### config.mk
export PLATFORM = sky130hd
export DESIGN_NAME = pabt_tracker
export DESIGN_NICKNAME = d
export VERILOG_FILES = /design/src/rtl/pabt_pkg.sv /design/src/rtl/ptag_slot.sv /design/src/rtl/pabt_arbiter.sv /design/src/rtl/pabt_tracker.sv
export SDC_FILE = /design/constraint.sdc
export NUM_CORES = 1
export LEC_CHECK = 0
export ABC_CLOCK_PERIOD_IN_PS = 1510
export BUFFER_PORTS_ARGS = -buffer_cell sky130_fd_sc_hd__buf_4
export CORE_AREA = 8 8 98 100
export DETAILED_ROUTE_END_ITERATION = 7
export DIE_AREA = 0 0 106 108
export GPL_TIMING_DRIVEN = 1
export PLACE_DENSITY_LB_ADDON = 0.3
export SLEW_MARGIN = 20
export SYNTH_ARGS = -nofsm -noshare
export SYNTH_HDL_FRONTEND = slang
export SYNTH_SLANG_ARGS = --single-unit
### constraint.sdc
create_clock -name clk -period 1.51 [get_ports clk]
set_input_delay 0.151 -clock clk [delete_from_list [all_inputs] [get_ports clk]]
set_output_delay 0.151 -clock clk [all_outputs]
set_load 0.005 [all_outputs]
### src/rtl/pabt_pkg.sv
package pabt_pkg;

  typedef enum logic [1:0] {
    CAUSE_NONE     = 2'd0,
    CAUSE_PREFETCH = 2'd1,
    CAUSE_DATA     = 2'd2
  } abort_cause_e;

  // The older data access outranks a poisoned instruction in execute.
  function automatic abort_cause_e pick_cause(input logic pf_due, input logic dt_due);
    if (dt_due)      return CAUSE_DATA;
    else if (pf_due) return CAUSE_PREFETCH;
    else             return CAUSE_NONE;
  endfunction

  // An instruction really executes only when it moves, passes, is not
  // interrupted and carries no fetch-error mark.
  function automatic logic really_executes(input logic vld, input logic poisoned,
                                           input logic adv, input logic cond,
                                           input logic irq);
    return vld && !poisoned && adv && cond && !irq;
  endfunction

endpackage

### src/rtl/ptag_slot.sv
module ptag_slot #(
  parameter int ADDR_W = 32
) (
  input  logic              clk,
  input  logic              rst_n,
  input  logic              clear,
  input  logic              load,
  input  logic              in_vld,
  input  logic              in_poison,
  input  logic [ADDR_W-1:0] in_addr,
  output logic              vld,
  output logic              poison,
  output logic [ADDR_W-1:0] addr
);

  always_ff @(posedge clk or negedge rst_n) begin
    if (!rst_n) begin
      vld    <= 1'b0;
      poison <= 1'b0;
      addr   <= '0;
    end else if (clear) begin
      vld    <= 1'b0;
      poison <= 1'b0;
    end else if (load) begin
      vld    <= in_vld;
      poison <= in_vld && in_poison;
      addr   <= in_addr;
    end
  end

  // a slot neither cleared nor loaded keeps everything.
  a_r6_slot_holds: assert property (@(posedge clk) disable iff (!rst_n)
    (!clear && !load) |=> ($stable(vld) && $stable(poison) && $stable(addr)));

  // the mark never exists without an instruction.
  a_r1_mark_needs_slot: assert property (@(posedge clk) disable iff (!rst_n)
    poison |-> vld);

endmodule

### src/rtl/pabt_arbiter.sv
module pabt_arbiter
  import pabt_pkg::*;
#(
  parameter int ADDR_W = 32
) (
  input  logic              clk,
  input  logic              rst_n,
  input  logic              ex_vld,
  input  logic              ex_poison,
  input  logic [ADDR_W-1:0] ex_addr,
  input  logic              advance,
  input  logic              cond_pass,
  input  logic              irq_take,
  input  logic              mem_vld,
  input  logic [ADDR_W-1:0] mem_addr,
  input  logic              data_err,
  output logic              take,
  output abort_cause_e      cause,
  output logic [ADDR_W-1:0] fault_addr,
  output logic              ex_retires
);

  logic pf_due;
  logic dt_due;

  assign pf_due     = ex_vld && ex_poison && advance && cond_pass && !irq_take;
  assign dt_due     = mem_vld && data_err;
  assign cause      = pick_cause(pf_due, dt_due);
  assign take       = (cause != CAUSE_NONE);
  assign fault_addr = (cause == CAUSE_DATA) ? mem_addr : ex_addr;
  assign ex_retires = really_executes(ex_vld, ex_poison, advance, cond_pass, irq_take)
                      && !dt_due;

  // a prefetch abort only on a moving, passing, uninterrupted instruction.
  a_r2_prefetch_at_exec: assert property (@(posedge clk) disable iff (!rst_n)
    (cause == CAUSE_PREFETCH) |-> (advance && cond_pass && !irq_take && ex_vld));

  // a pending data error always wins the cycle.
  a_r8_data_wins: assert property (@(posedge clk) disable iff (!rst_n)
    (mem_vld && data_err) |-> (cause == CAUSE_DATA && fault_addr == mem_addr));

endmodule

### src/rtl/pabt_tracker.sv
module pabt_tracker
  import pabt_pkg::*;
#(
  parameter int ADDR_W = 32,
  parameter int DEPTH  = 2
) (
  input  logic              clk,
  input  logic              rst_n,
  input  logic              advance,
  input  logic              fetch_valid,
  input  logic              fetch_err,
  input  logic [ADDR_W-1:0] fetch_addr,
  input  logic              flush,
  input  logic              exec_cond_pass,
  input  logic              exec_is_mem,
  input  logic              irq_take,
  input  logic              data_err,
  output logic              abort_take,
  output logic              abort_is_data,
  output logic [ADDR_W-1:0] abort_addr,
  output logic              kill_younger
);

  localparam int EX = DEPTH - 1;

  logic              s_vld    [DEPTH];
  logic              s_poison [DEPTH];
  logic [ADDR_W-1:0] s_addr   [DEPTH];

  logic              slot_clear;
  logic              take_w;
  abort_cause_e      cause_w;
  logic [ADDR_W-1:0] fault_addr_w;
  logic              ex_retires;
  logic              mem_vld;
  logic [ADDR_W-1:0] mem_addr;

  // Any abort, an accepted interrupt or a branch flush empties the slots.
  assign slot_clear = take_w || irq_take || (advance && flush);

  genvar g;
  generate
    for (g = 0; g < DEPTH; g++) begin : g_slot
      if (g == 0) begin : g_first
        ptag_slot #(.ADDR_W(ADDR_W)) u_slot (
          .clk(clk), .rst_n(rst_n), .clear(slot_clear), .load(advance),
          .in_vld(fetch_valid), .in_poison(fetch_err), .in_addr(fetch_addr),
          .vld(s_vld[g]), .poison(s_poison[g]), .addr(s_addr[g]));
      end else begin : g_next
        ptag_slot #(.ADDR_W(ADDR_W)) u_slot (
          .clk(clk), .rst_n(rst_n), .clear(slot_clear), .load(advance),
          .in_vld(s_vld[g-1]), .in_poison(s_poison[g-1]), .in_addr(s_addr[g-1]),
          .vld(s_vld[g]), .poison(s_poison[g]), .addr(s_addr[g]));
      end
    end
  endgenerate

  pabt_arbiter #(.ADDR_W(ADDR_W)) u_arb (
    .clk(clk), .rst_n(rst_n),
    .ex_vld(s_vld[EX]), .ex_poison(s_poison[EX]), .ex_addr(s_addr[EX]),
    .advance(advance), .cond_pass(exec_cond_pass), .irq_take(irq_take),
    .mem_vld(mem_vld), .mem_addr(mem_addr), .data_err(data_err),
    .take(take_w), .cause(cause_w), .fault_addr(fault_addr_w),
    .ex_retires(ex_retires));

  // Memory-response slot: lives for exactly one cycle after a real access.
  always_ff @(posedge clk or negedge rst_n) begin
    if (!rst_n) begin
      mem_vld  <= 1'b0;
      mem_addr <= '0;
    end else begin
      mem_vld  <= ex_retires && exec_is_mem;
      mem_addr <= s_addr[EX];
    end
  end

  assign abort_take    = take_w;
  assign abort_is_data = (cause_w == CAUSE_DATA);
  assign abort_addr    = fault_addr_w;
  assign kill_younger  = take_w;

  // the abort is a pulse.
  a_r5_single_pulse: assert property (@(posedge clk) disable iff (!rst_n)
    abort_take |=> !abort_take);

  // after a kill no younger work survives.
  a_r5_kill_empties: assert property (@(posedge clk) disable iff (!rst_n)
    kill_younger |=> (!s_vld[0] && !s_vld[EX]));

  // a flush leaves the first slot empty.
  a_r3_flush_empties: assert property (@(posedge clk) disable iff (!rst_n)
    (advance && flush) |=> !s_vld[0]);

  // a data abort only follows a load or store that really executed.
  a_r7_data_source: assert property (@(posedge clk) disable iff (!rst_n)
    (abort_take && abort_is_data) |->
      $past(advance && exec_cond_pass && !irq_take && exec_is_mem));

endmodule

==> flow_summary_export.csv <==
group,metric,value,unit
synthesis,ys_warn_count,0,
synthesis,ys_ff_latch,101,
global_routing,grt_use_total,0.122,
cells_and_area,fin_cells,434,
setup_path,worstPathArrival,1.56,ns
setup_path,crit_slowest_cell,"dfrtp_1",
timing,tightest_slew,0.435,ns
floorplan,core_area,8050,um2
synthesis,synth_area_leaders,"dfrtp_1 (65%), mux2_2 (23%), mux2_4 (6.2%), buf_4 (0.97%), buf_6 (0.87%)",
global_routing,grt_max_degree,37,
setup_path,r2r-end,"g_slot[1].g_next.u_slot.addr[26]",
routing,avgViaCountPerCell,5.04,
cells_and_area,fin_nets,366,
floorplan,die_width,106,um
floorplan,die_y,108,um
cells_and_area,fin_area,5250,um2
status,violations,"negative setup slack",
placed_design,post-place-ws,-0.0248,ns
clock_network,root_buffer,"clkbuf_8",
cells_and_area,seq_area,2530,um2
routing,drt-total-wl,7.77,mm
setup_path,cp_data_required_time,1.36,ns
worst_hold_path,holdPathStages,2,
setup_path,crit_chain,"nand2_2 > clkinv_4 > clkbuf_16 > mux2_4 > buf_6",
setup_path,crit_buf_inv,3,
timing,min_period,1.71,ns
timing,fin_ws,-0.199,ns
routing,drt_drc_violations_left,0,
routing,drt.antenna.violating_nets,0,
pwr,power.total,0.00708,W
floorplan,start_util,0.480,
setup_path,start_kind,"flop",
placed_design,place.port_buffers,76,
worst_hold_path,min_path_type,"in -> reg",
cells_and_area,final_common_cell,"dfrtp_1",
clock_network,clkTransAtPathRegs,0.09,ns
pwr,vdd.ir_drop.worst,0.000569,V
synthesis,ys_types,18,
floorplan,row_count,33,
worst_hold_path,hp-start,"fetch_addr[21]",
cells_and_area,n_fill_cell,626,
clock_network,htree_levels,3,
synthesis,synth.net_count,265,
timing,period_share,1.13,
status,status,"finished with violations",
timing,skew,0.00647,ns
setup_path,r2r_cells,6,
cells_and_area,diodes,0,
placed_design,dpl-instance-area,4620,um2
timing,setup_viol,101,
timing,final-hold-violation-count,0,
clock_network,cts_buffer_depth,2,
synthesis,avgSynthCellArea,17.3,um2
setup_path,r2r-start,"mem_vld",
pwr,p_leak,2.43,nW
setup_path,max_stage_delay,0.39,ns
setup_path,crit_type,"reg -> out",
global_routing,grt_pass1_vias,2317,
routing,wl_per_cell,17.9,um
routing,dr_total_vias,2187,
cells_and_area,layout_common_cells,"dfrtp_1 (101), buf_4 (64), mux2_2 (58)",
worst_hold_path,min_to,"g_slot[0].g_first.u_slot.addr[21]",
timing,maxSlewViolCount,0,
floorplan,design.die.area,11400,um2
placed_design,place_inst,402,
synthesis,mappedNetlistArea,3870,um2
timing,rsz0062_at_grt,"yes",
global_routing,grt_first_pass_wirelength,11.1,mm
routing,first_iter_violations,33,
job,cap_viol_max_count,0,
clock_network,cts_tree,"done",
cells_and_area,syn_to_final_growth,35.7,%
floorplan,io_pins,77,
timing,max_slew_margin,0.708,
global_routing,overflow,0,
cells_and_area,multiInputGateArea,1320,um2
placed_design,dp_hpwl,4.63,mm
clock_network,cts_inserted_buffers,9,
setup_path,critPathTopFamily,"buffers and inverters",
synthesis,ys_seq_area_frac,0.654,
cells_and_area,fin_util,0.652,
clock_network,clk_latency,0.34,ns
clock_network,clkSinkCount,101,
synthesis,syn_inst,223,
cells_and_area,drive_above_1_share,0.650,
placed_design,finalWeightedCongestion,0.688,
synthesis,yosysTopAreaCell,"dfrtp_1",
pwr,p_per_area,1350,nW/um2
routing,dr.pass1.iters,4,
timing,max_freq,585,MHz
setup_path,path_max_fanout,8,
synthesis,synth_top_area_frac,0.654,
setup_path,end_kind,"primary output",
global_routing,antenna_found_initial,0,
setup_path,reg2reg_slack,-0.12,ns
registers in the layout, indices dropped and copies added, names as in the netlist:
register	count
g_slot.g_next.u_slot.addr	32
g_slot.g_first.u_slot.addr	32
g_slot.g_next.u_slot.poison	1
g_slot.g_first.u_slot.poison	1
mem_addr	32
mem_vld	1
g_slot.g_first.u_slot.vld	1
g_slot.g_next.u_slot.vld	1
worst reg2reg max path, delay by kind of cell, from the launching register on:
family	cells	cell delay, ns
buffers and inverters	3	0.43
DFF	1	0.39
muxes	1	0.33
and+or+nand+nor	2	0.37
cell type report:
| cell class | count | share of cell area |
|---|---|---|
| Multi-Input combinational cell | 109 | 0.252 |
| Clock buffer | 11 | 0.0250 |
| Sequential cell | 101 | 0.482 |
| Inverter | 1 | 0.00167 |
| Tap cell | 105 | 0.0250 |
| Timing Repair Buffer | 102 | 0.203 |
| Clock inverter | 5 | 0.0114 |
Yosys cell counts, drive strengths merged:
cell type / instances
nor2b: 1
and4b: 1
nor3: 1
dfrtp: 101
a22o: 2
inv: 1
a41o: 1
nor2: 1
buf: 12
nand4b: 1
mux2: 96
nand2: 2
nand3: 1
a32o: 2
metal layers:
layer | vias to the layer above | track usage | part of all wire
li1 | 985 | - | -
met1 | 1145 | 0.144 | 0.45
met2 | 49 | 0.204 | 0.50
met3 | 8 | 0.0351 | 0.046
met4 | 0 | 0.0543 | 0.0090
met5 | - | 0 | 0
power breakdown:
part	leakage (nW)	internal [W]	switching [W]	total [W]
clock network	0.0939	0.000775	0.000882	0.00166
logic	1.11	0.00120	0.000479	0.00168
registers	1.22	0.00341	0.000343	0.00375
total	2.43	0.00538	0.00170	0.00708
logic make-up (layout without fill, tap and decap cells):
kind of cell / count (synthesis) / in the layout / synth area share
flip-flops: 101 / 101 / 0.654
AND/OR/NAND/NOR: 8 / 8 / 0.0120
AO/OA/AOI/OAI: 5 / 5 / 0.0123
buffers and inverters: 13 / 119 / 0.0272
multiplexers: 96 / 96 / 0.295
what timing repair did:
item                                    4_1_cts  5_1_grt
buffers inserted                              0        5
gates resized for setup                      31       18
cloned                                        0       10
hold buffers                                  1        0
endpoints found under the setup margin       34       95
pin swaps                                     0        2
endpoints found under the hold margin        71        0
worst max path at each step:
stage                                      from                                 to  slack, ns  cells past startpoint
detailed placement                     irq_take   g_slot[1].g_next.u_slot.addr[16]      -0.02                      5
floorplan           g_slot[1].g_next.u_slot.vld  g_slot[0].g_first.u_slot.addr[15]       0.04                      6
global placement                       irq_take   g_slot[1].g_next.u_slot.addr[15]       0.04                      5
CTS                                     mem_vld                     abort_addr[11]      -0.18                      5
global route                            mem_vld                     abort_addr[21]      -0.27                      5
finish                                  mem_vld                     abort_addr[22]      -0.20                      5
metrics by stage:
stage                     hold slack, ns  TNS [ns]
final                             0.0296    -11.11
after global routing              0.0108    -16.75
after CTS                        0.00828     -4.94
after detailed placement          0.0553    -0.287
after global placement            0.0544         0
after floorplan                   -0.145         0
(Power assumes the default switching activity.)
